<file path="src/rtl/dmae_pkg.sv">
package dmae_pkg;

    typedef enum logic [1:0] {
        W_BYTE = 2'd0,
        W_HALF = 2'd1,
        W_WORD = 2'd2,
        W_WRSV = 2'd3
    } xfer_width_e;

    typedef enum logic [1:0] {
        DIR_M2M  = 2'd0,
        DIR_M2P  = 2'd1,
        DIR_P2M  = 2'd2,
        DIR_RSV  = 2'd3
    } xfer_dir_e;

    typedef enum logic [2:0] {
        SEL_CTRL = 3'd0,
        SEL_SRC  = 3'd1,
        SEL_DST  = 3'd2,
        SEL_CNT  = 3'd3,
        SEL_STAT = 3'd4
    } reg_sel_e;

    typedef struct packed {
        logic        sg;
        logic        eot_mode;
        logic        dec;
        logic        dst_inc;
        logic        src_inc;
        xfer_dir_e   dir;
        xfer_width_e width;
        logic        en;
    } chan_ctrl_t;

    localparam int CTRL_W = $bits(chan_ctrl_t);

endpackage

</file>
<file path="src/rtl/dmae_align_chk.sv">
module dmae_align_chk
    import dmae_pkg::*;
#(
    parameter int ADDR_W = 32
) (
    input  logic [ADDR_W-1:0] addr,
    input  xfer_width_e       width,
    output logic              misaligned
);
    always_comb begin
        unique case (width)
            W_BYTE:  misaligned = 1'b0;
            W_HALF:  misaligned = addr[0];
            default: misaligned = |addr[1:0];
        endcase
    end
endmodule

</file>
<file path="src/rtl/dmae_addr_step.sv">
module dmae_addr_step
    import dmae_pkg::*;
#(
    parameter int ADDR_W = 32
) (
    input  logic [ADDR_W-1:0] addr,
    input  xfer_width_e       width,
    input  logic              inc,
    input  logic              down,
    output logic [ADDR_W-1:0] addr_next
);
    logic [ADDR_W-1:0] stride;

    always_comb begin
        unique case (width)
            W_BYTE:  stride = ADDR_W'(1);
            W_HALF:  stride = ADDR_W'(2);
            default: stride = ADDR_W'(4);
        endcase
        if (down)
            addr_next = addr - stride;
        else if (inc)
            addr_next = addr + stride;
        else
            addr_next = addr;
    end
endmodule

</file>
<file path="src/rtl/dmae_channel.sv">
module dmae_channel
    import dmae_pkg::*;
#(
    parameter int ADDR_W = 32,
    parameter int CNT_W  = 16
) (
    input  logic              clk,
    input  logic              rst_n,
    input  logic              wr_hit,
    input  logic [2:0]        wr_sel,
    input  logic [ADDR_W-1:0] wr_data,
    input  logic              desc_hit,
    input  logic [ADDR_W-1:0] desc_dst,
    input  logic              beat,
    input  logic              eot,
    output logic [ADDR_W-1:0] src_o,
    output logic [ADDR_W-1:0] dst_o,
    output logic [CNT_W-1:0]  cnt_o,
    output logic              en_o,
    output logic              err_o,
    output logic              tc_o
);
    typedef struct packed {
        chan_ctrl_t          ctrl;
        logic [ADDR_W-1:0]   src;
        logic [ADDR_W-1:0]   dst;
        logic [CNT_W-1:0]    cnt;
        logic                err;
        logic                tc;
    } chan_state_t;

    chan_state_t s_q, s_d;

    logic              uses_src, uses_dst;
    logic              src_mis, dst_mis, misaligned;
    logic              go;
    logic [ADDR_W-1:0] src_next, dst_next;

    assign uses_src   = (s_q.ctrl.dir != DIR_P2M);
    assign uses_dst   = (s_q.ctrl.dir != DIR_M2P);
    assign misaligned = (uses_src & src_mis) | (uses_dst & dst_mis);
    assign go         = beat & s_q.ctrl.en & ~s_q.err & ~misaligned;

    dmae_align_chk #(.ADDR_W(ADDR_W)) u_src_chk (
        .addr       (s_q.src),
        .width      (s_q.ctrl.width),
        .misaligned (src_mis)
    );

    dmae_align_chk #(.ADDR_W(ADDR_W)) u_dst_chk (
        .addr       (s_q.dst),
        .width      (s_q.ctrl.width),
        .misaligned (dst_mis)
    );

    dmae_addr_step #(.ADDR_W(ADDR_W)) u_src_step (
        .addr      (s_q.src),
        .width     (s_q.ctrl.width),
        .inc       (s_q.ctrl.src_inc),
        .down      (s_q.ctrl.dec & (s_q.ctrl.dir == DIR_M2P)),
        .addr_next (src_next)
    );

    dmae_addr_step #(.ADDR_W(ADDR_W)) u_dst_step (
        .addr      (s_q.dst),
        .width     (s_q.ctrl.width),
        .inc       (s_q.ctrl.dst_inc),
        .down      (s_q.ctrl.dec & (s_q.ctrl.dir == DIR_P2M)),
        .addr_next (dst_next)
    );

    always_comb begin
        s_d    = s_q;
        s_d.tc = 1'b0;

        if (go) begin
            if (uses_src) s_d.src = src_next;
            if (uses_dst) s_d.dst = dst_next;
            s_d.cnt = s_q.cnt - CNT_W'(1);
            if (!s_q.ctrl.eot_mode && s_q.cnt == CNT_W'(1)) begin
                s_d.tc      = 1'b1;
                s_d.ctrl.en = 1'b0;
            end
        end

        if (s_q.ctrl.en && s_q.ctrl.eot_mode && eot)
            s_d.ctrl.en = 1'b0;

        if (s_q.ctrl.en && misaligned)
            s_d.err = 1'b1;

        if (wr_hit) begin
            unique case (wr_sel)
                SEL_CTRL: s_d.ctrl = chan_ctrl_t'(wr_data[CTRL_W-1:0]);
                SEL_SRC:  s_d.src  = wr_data;
                SEL_DST:  if (!s_q.ctrl.sg) s_d.dst = wr_data;
                SEL_CNT:  s_d.cnt  = wr_data[CNT_W-1:0];
                SEL_STAT: if (wr_data[0]) s_d.err = 1'b0;
                default:  ;
            endcase
        end

        if (desc_hit && s_q.ctrl.sg)
            s_d.dst = desc_dst;
    end

    always_ff @(posedge clk or negedge rst_n) begin
        if (!rst_n)
            s_q <= '0;
        else
            s_q <= s_d;
    end

    assign src_o = s_q.src;
    assign dst_o = s_q.dst;
    assign cnt_o = s_q.cnt;
    assign en_o  = s_q.ctrl.en;
    assign err_o = s_q.err;
    assign tc_o  = s_q.tc;

    // an enabled misaligned channel is flagged on the next edge
    a_r3_misalign_flags: assert property (@(posedge clk) disable iff (!rst_n)
        (s_q.ctrl.en && misaligned && !wr_hit) |=> s_q.err);

    // a flagged channel keeps its counter and source address
    a_r4_error_freezes: assert property (@(posedge clk) disable iff (!rst_n)
        (s_q.err && !wr_hit) |=> ($stable(s_q.cnt) && $stable(s_q.src)));

    // the terminal-count pulse lasts one cycle
    a_r7_tc_single: assert property (@(posedge clk) disable iff (!rst_n)
        s_q.tc |=> !s_q.tc);

    // an external end-of-transfer halts the channel
    a_r8_eot_halts: assert property (@(posedge clk) disable iff (!rst_n)
        (s_q.ctrl.en && s_q.ctrl.eot_mode && eot && !wr_hit) |=> !s_q.ctrl.en);

    // an idle channel keeps its counter
    a_r11_idle_hold: assert property (@(posedge clk) disable iff (!rst_n)
        (!s_q.ctrl.en && !wr_hit) |=> $stable(s_q.cnt));

endmodule

</file>
<file path="src/rtl/dma_addr_engine.sv">
module dma_addr_engine
    import dmae_pkg::*;
#(
    parameter int N_CH   = 4,
    parameter int ADDR_W = 32,
    parameter int CNT_W  = 16,
    localparam int CH_W  = (N_CH > 1) ? $clog2(N_CH) : 1
) (
    input  logic                     clk,
    input  logic                     rst_n,
    input  logic                     wr_en,
    input  logic [CH_W-1:0]          wr_chan,
    input  logic [2:0]               wr_sel,
    input  logic [ADDR_W-1:0]        wr_data,
    input  logic                     desc_load,
    input  logic [CH_W-1:0]          desc_chan,
    input  logic [ADDR_W-1:0]        desc_dst,
    input  logic                     beat_done,
    input  logic [CH_W-1:0]          beat_chan,
    input  logic [N_CH-1:0]          eot_in,
    output logic [N_CH*ADDR_W-1:0]   src_addr,
    output logic [N_CH*ADDR_W-1:0]   dst_addr,
    output logic [N_CH*CNT_W-1:0]    count,
    output logic [N_CH-1:0]          chan_en,
    output logic [N_CH-1:0]          chan_err,
    output logic [N_CH-1:0]          tc_pulse
);
    for (genvar ch = 0; ch < N_CH; ch++) begin : g_ch
        logic wr_hit, desc_hit, beat_hit;

        assign wr_hit   = wr_en     && (wr_chan   == CH_W'(ch));
        assign desc_hit = desc_load && (desc_chan == CH_W'(ch));
        assign beat_hit = beat_done && (beat_chan == CH_W'(ch));

        dmae_channel #(.ADDR_W(ADDR_W), .CNT_W(CNT_W)) u_chan (
            .clk      (clk),
            .rst_n    (rst_n),
            .wr_hit   (wr_hit),
            .wr_sel   (wr_sel),
            .wr_data  (wr_data),
            .desc_hit (desc_hit),
            .desc_dst (desc_dst),
            .beat     (beat_hit),
            .eot      (eot_in[ch]),
            .src_o    (src_addr[ch*ADDR_W +: ADDR_W]),
            .dst_o    (dst_addr[ch*ADDR_W +: ADDR_W]),
            .cnt_o    (count[ch*CNT_W +: CNT_W]),
            .en_o     (chan_en[ch]),
            .err_o    (chan_err[ch]),
            .tc_o     (tc_pulse[ch])
        );
    end
endmodule

</file>
<file path="config.mk">
export PLATFORM = sky130hd
export DESIGN_NAME = dma_addr_engine
export DESIGN_NICKNAME = d
export VERILOG_FILES = /design/src/rtl/dmae_pkg.sv /design/src/rtl/dmae_align_chk.sv /design/src/rtl/dmae_addr_step.sv /design/src/rtl/dmae_channel.sv /design/src/rtl/dma_addr_engine.sv
export SDC_FILE = /design/constraint.sdc
export NUM_CORES = 1
export LEC_CHECK = 0
export BUFFER_PORTS_ARGS = -buffer_cell sky130_fd_sc_hd__buf_2
export CAP_MARGIN = 20
export CORE_AREA = 2 2 245 247
export DETAILED_ROUTE_END_ITERATION = 12
export DIE_AREA = 0 0 247 249
export HOLD_SLACK_MARGIN = 0.1
export PLACE_DENSITY = 0.71
export SLEW_MARGIN = 40
export SYNTH_ARGS = -nofsm -noshare
export SYNTH_HDL_FRONTEND = slang
export SYNTH_SLANG_ARGS = --single-unit
</file>
<file path="constraint.sdc">
create_clock -name clk -period 3.07 [get_ports clk]
set_input_delay 0 -clock clk [delete_from_list [all_inputs] [get_ports clk]]
set_output_delay 0 -clock clk [all_outputs]
set_load 0.02 [all_outputs]
</file>
* After elaboration in Yosys (flattened, before gate mapping) *
Cells that the tools add are included.

storage, ports and cells
  flip-flop bits (word level) = 368
  input port bits = 82
  output and inout port bits = 332
  word-level logic and storage cells = 301

operators by class
  add/subtract/negate cells = 20
  equality and inequality tests = 37
  mux-type cells = 96
  bitwise operators = 40
  reduce and logical (&&, ||, !) cells = 56

operators with widths
  cell                     number
  $mux W32                 40
  $mux W82                 4
  $mux W81                 4
  $add A32 B32 Y32         8
  $sub A32 B3 Y32          8
  $eq A16 B1 Y1 const B    4
  $mux W16                 4
  $sub A16 B1 Y16 const B  4
  $logic_and A1 B1 Y1      32
  $mux W1                  32
  $and A1 B1 Y1            28
  $pmux W3 S2              4
  $eq A2 B1 Y1 const B     11
  $eq A2 B2 Y1 const B     10
  $pmux W1 S2              8
  $reduce_or A2 Y1         8
  $logic_not A2 Y1         7
  $ne A2 B1 Y1 const B     4
  $ne A2 B2 Y1 const B     4
  $not A1 Y1               8
  $reduce_and A2 Y1        4
  $eq A3 B2 Y1 const B     2
  $logic_not A1 Y1         4
  $or A1 B1 Y1             4
  3 further kinds          3

* Depth between registers and ports, before layout *
  depth in word-level cells = 11
  gate-level depth with buffers = 12
  depth with buffers taken out = 11

* Cells and area by module *
A second synthesis with hierarchy kept.

second synthesis, totals
  cells, all modules = 4004
  area total of the unflattened synthesis = 32551.2 um^2

by module, submodules not included
  module                                          times used  cells each  area an instance (um^2)  sequential area each (um^2)
  dmae_channel                                    4           562         5243.8                   2302.2
  dmae_addr_step (g_ch[1].u_chan.u_src_step ...)  5           211         1381.3                   0.0
  dmae_addr_step (g_ch[0].u_chan.u_dst_step ...)  2           225         1473.9                   0.0
  dmae_addr_step (g_ch[0].u_chan.u_src_step)      1           215         1508.9                   0.0
  dma_addr_engine                                 1           12          112.6                    0.0
  dmae_align_chk                                  8           3           12.5                     0.0

* Least setup slack after synthesis *
OpenSTA, ideal clock, no wires.

  path kind = register -> register
  from = register g_ch[0].u_chan.s_q[84] (netlist name)
  to = register g_ch[0].u_chan.s_q, in the netlist g_ch[0].u_chan.dst_o[30]
  arrival = 2.680 ns
  required time = 2.940 ns
  slack = 0.259 ns
  cell stages (with the launch flop) = 12
  buffers on the path = 0
  clock period less this slack = 2.811 ns
  cells stage by stage = dfrtp_1 -> nor2_1 -> ha_1 -> inv_1 -> fa_1 -> o21bai_1 -> a41oi_1 -> or4_1 -> or2_1 -> nor3_1 -> xnor2_1 -> o21ai_1

RTL lines
  what                    line                 RTL
  from (decl)             dmae_channel.sv:32   chan_state_t s_q, s_d;
  from (signal assigned)  dmae_channel.sv:109  s_q <= '0;
  from (signal assigned)  dmae_channel.sv:111  s_q <= s_d;

==> out/results.ini <==
[logic_synthesis]
synth.area.top_cells = dfrtp_1 31%, buf_4 8.5%, xnor2_1 5.1%, nand2_1 4.2%, nor2_1 4.0%
synth_top_cell_area_share = 0.3146
synth-edff-count = 0
synth_cells = 3656
netlist_area_um2 = 29270
synth_top_area_cell = dfrtp_1
synth_nets = 3810
ys_seq_area_frac = 0.3146
synth.distinct_cells = 91
synthArstFlopShare = 1.000
yosysWarnings = 0
synth_flop_cell = dfrtp_1
syn_area_per_cell_um2 = 8.007
synth-seq-cells = 368

[power]
p_leak_uw = 0.01326
power_uw = 24410
peakVddDrop_uv = 488.1
cellPowerDensity_nw_per_um2 = 740.1

[placement]
port_buffers = 413
placed_cell_area_um2 = 30140
place.gp.congestion = 0.9931
hpwl_um = 82940

[global_route]
use_met2 = 0.5521
grt_util_met1 = 0.4880
grt.busiest_layer = met2
grt_max_degree = 83
grt_usage = 0.3734
grt_pass1_wl_um = 172900
grt_pass1_vias = 26858
overflow = 0
met3_usage = 0.1202
antenna_found_initial = 13

[layout]
fin_nets = 3968
fillers = 5502
post_route_cells_drive_above_1_share = 0.1935
synthToLayoutAreaGrowth_pct = 12.69
final_cell_area_um2 = 32990
fin_util = 0.5621

[setup_path]
slowest_delay_ps = 560
critPathLaunchType = register
critPathCaptureType = register
rrSetupSlack_ps = 100
critical_path_buf_inv_count = 3
cp_cell_sequence = buf_4, inv_1, nand2_2, ha_1, nor2_2, a221o_1, a21o_1, nand4_1, o21a_1, nor3_1, o21ai_0, dlygate4sd3_1
crit_type = register to register
worstPathRequired_ps = 3550
critical_path.top_delay_family = buffers and inverters
cp_slowest_cell = dlygate4sd3_1
worstPathMaxFanout = 6
crit_arrival_ps = 3450

[timing]
slew_violations = 0
max_freq_mhz = 336.2
fin_crit_sh = 0.9687
rsz0062_at_grt = yes
hold_ws_ps = 175.2
hold_violations = 0
relSlewSlack = 0.4212
clock_skew_ps = 12.13
setup_viol = 0
tightest_slew_ps = 868.2
fin_crit_ps = 2974

[routing]
drc = 0
drt-vias-per-instance = 6.243
dr_total_vias = 28892
drt-wirelength-per-cell_um = 25.51
drt_iter0_markers = 2964
ant_nets = 0
drt_wl_total_um = 118100
drt-pass1-iter-count = 6

[clock_network]
cts_buffers = 46
clock-root-buffer = clkbuf_16
clk_latency_ps = 600
htree_levels = 2
cts_tree = yes
cts_buffer_depth = 3
cts.sinks = 368
path_clk_slew_ps = 60

[floorplanning]
die_height_um = 249
io_pins = 414
core_um2 = 58690
placementRows = 89
start_util = 0.4988
die_w_um = 247
die_area_um2 = 61500

[worst_hold_path]
hp-class = input port to register

[flow_run]
cap_violations = 0

[run_status]
run_status = completed

==> state kept, by name, summed over array words and instances, names as in the netlist <==
name	flops
g_ch.u_chan.tc_o	4
g_ch.u_chan.en_o	4
g_ch.u_chan.err_o	4
g_ch.u_chan.dst_o	128
g_ch.u_chan.src_o	128
g_ch.u_chan.s_q	36
g_ch.u_chan.cnt_o	64
==> worst reg2reg max path, cell delays in order (launching register included) <==
cell and delay (ps):
dfrtp_1 390, buf_4 160, inv_1 100, nand2_2 120
ha_1 330, nor2_2 140, a221o_1 220, a21o_1 170
nand4_1 200, o21a_1 240, nor3_1 140, o21ai_0 110
dlygate4sd3_1 560
==> cells in the mapped netlist (17+ instances only) <==
cell / count
nand3_1: 137
dfrtp_1: 368
nor3_1: 149
clkbuf_1: 196
nand3b_1: 21
o211ai_1: 35
and4_1: 22
buf_1: 17
xor2_1: 121
o21ai_1: 77
a31oi_1: 27
a22oi_1: 74
o21ai_0: 219
a21oi_1: 207
nand2_1: 324
ha_1: 56
or3_1: 62
mux2_2: 40
xnor2_1: 170
o22ai_1: 41
inv_1: 84
nor2_1: 314
or4_1: 33
o31ai_1: 17
nand4_1: 61
buf_4: 332
nor2b_1: 32
nor4_1: 70
and3_1: 56
nand2b_1: 17
==> logic make-up (layout without fill, tap and decap cells) <==
kind of cell    after synthesis  count (layout)  synth area share
buf+inv                     630             824            0.1234
simple gates               1400            1400            0.2439
compound gates              843             843            0.1766
flops                       368             368            0.3146
xor+xnor                    291             291           0.08707
mux                          52              52           0.01949
other cells                   0               5                 0
fa+ha+maj                    72              72           0.03488
==> worst paths after layout <==
check,from,to,cells after the start
setup / recovery,g_ch[1].u_chan.s_q[84],g_ch[1].u_chan.dst_o[21],12
hold / removal,beat_chan[1],g_ch[3].u_chan.dst_o[0],6
setup reg to reg,g_ch[1].u_chan.s_q[84],g_ch[1].u_chan.dst_o[21],12
hold reg to reg,g_ch[3].u_chan.s_q[90],g_ch[3].u_chan.s_q[90],1
max in group asynchronous,rst_n,g_ch[2].u_chan.tc_o,4
min in group asynchronous,rst_n,g_ch[1].u_chan.src_o[11],3
==> power by group <==
part | internal (µW) | total [µW] | switching, µW
clock | 3720 | 6070 | 2360
combinational | 3610 | 9640 | 6030
sequential | 6170 | 8700 | 2530
total | 13500 | 24400 | 10900
==> timing repair <==
| action | 4_1_cts | 5_1_grt |
|---|---|---|
| hold endpoints to repair | 661 | 0 |
| endpoints found under the setup margin | 0 | 38 |
| resized for setup | 0 | 29 |
| setup buffers | 0 | 3 |
| hold buffers | 104 | 0 |
==> cells in the final DEF (no fill, tap or decap), types with 41 or more instances in the layout <==
master         netlist  routed
dfrtp_1            368     368
o21ai_0            219     216
inv_1               84      83
nand3_1            137     137
buf_2                1     413
or3_1               62      61
xnor2_1            170     170
o22ai_1             41      41
clkbuf_16            0      49
ha_1                56      54
a21oi_1            207     206
dlygate4sd3_1        0     103
nor3_1             149     142
nand2_1            324     320
nand4_1             61      61
a22oi_1             74      74
buf_4              332     134
and3_1              56      56
o21ai_1             77      80
nor2_1             314     303
nor4_1              70      69
xor2_1             121     121
==> area by class of cell <==
type / count / area, µm² / area share
Multi-Input combinational cell: 2658 / 16580 / 0.5028
Clock buffer: 67 / 1424 / 0.04317
Antenna cell: 5 / 12.51 / 0.0003793
Tap cell: 773 / 967.2 / 0.02932
Sequential cell: 368 / 9209 / 0.2792
Inverter: 84 / 315.3 / 0.009558
Clock inverter: 17 / 255.2 / 0.007738
Timing Repair Buffer: 656 / 4219 / 0.1279
==> layer usage <==
layer,wire (µm),up-vias
met4,7043,16
met5,109,-
met1,46110,13898
met3,14390,332
met2,50400,1589
li1,-,13057
==> through the flow <==
step	std cells	setup TNS (ps)	setup WS (ps)
2_1_floorplan	3656	0	259.4
3_3_place_gp	4432	0	175.5
3_5_place_dp	4432	0	88.67
4_1_cts	4620	0	16.44
5_1_grt	4624	-98.37	-73.71
6_report	4628	0	95.94
Note: power is estimated with default switching activity, not from simulation.
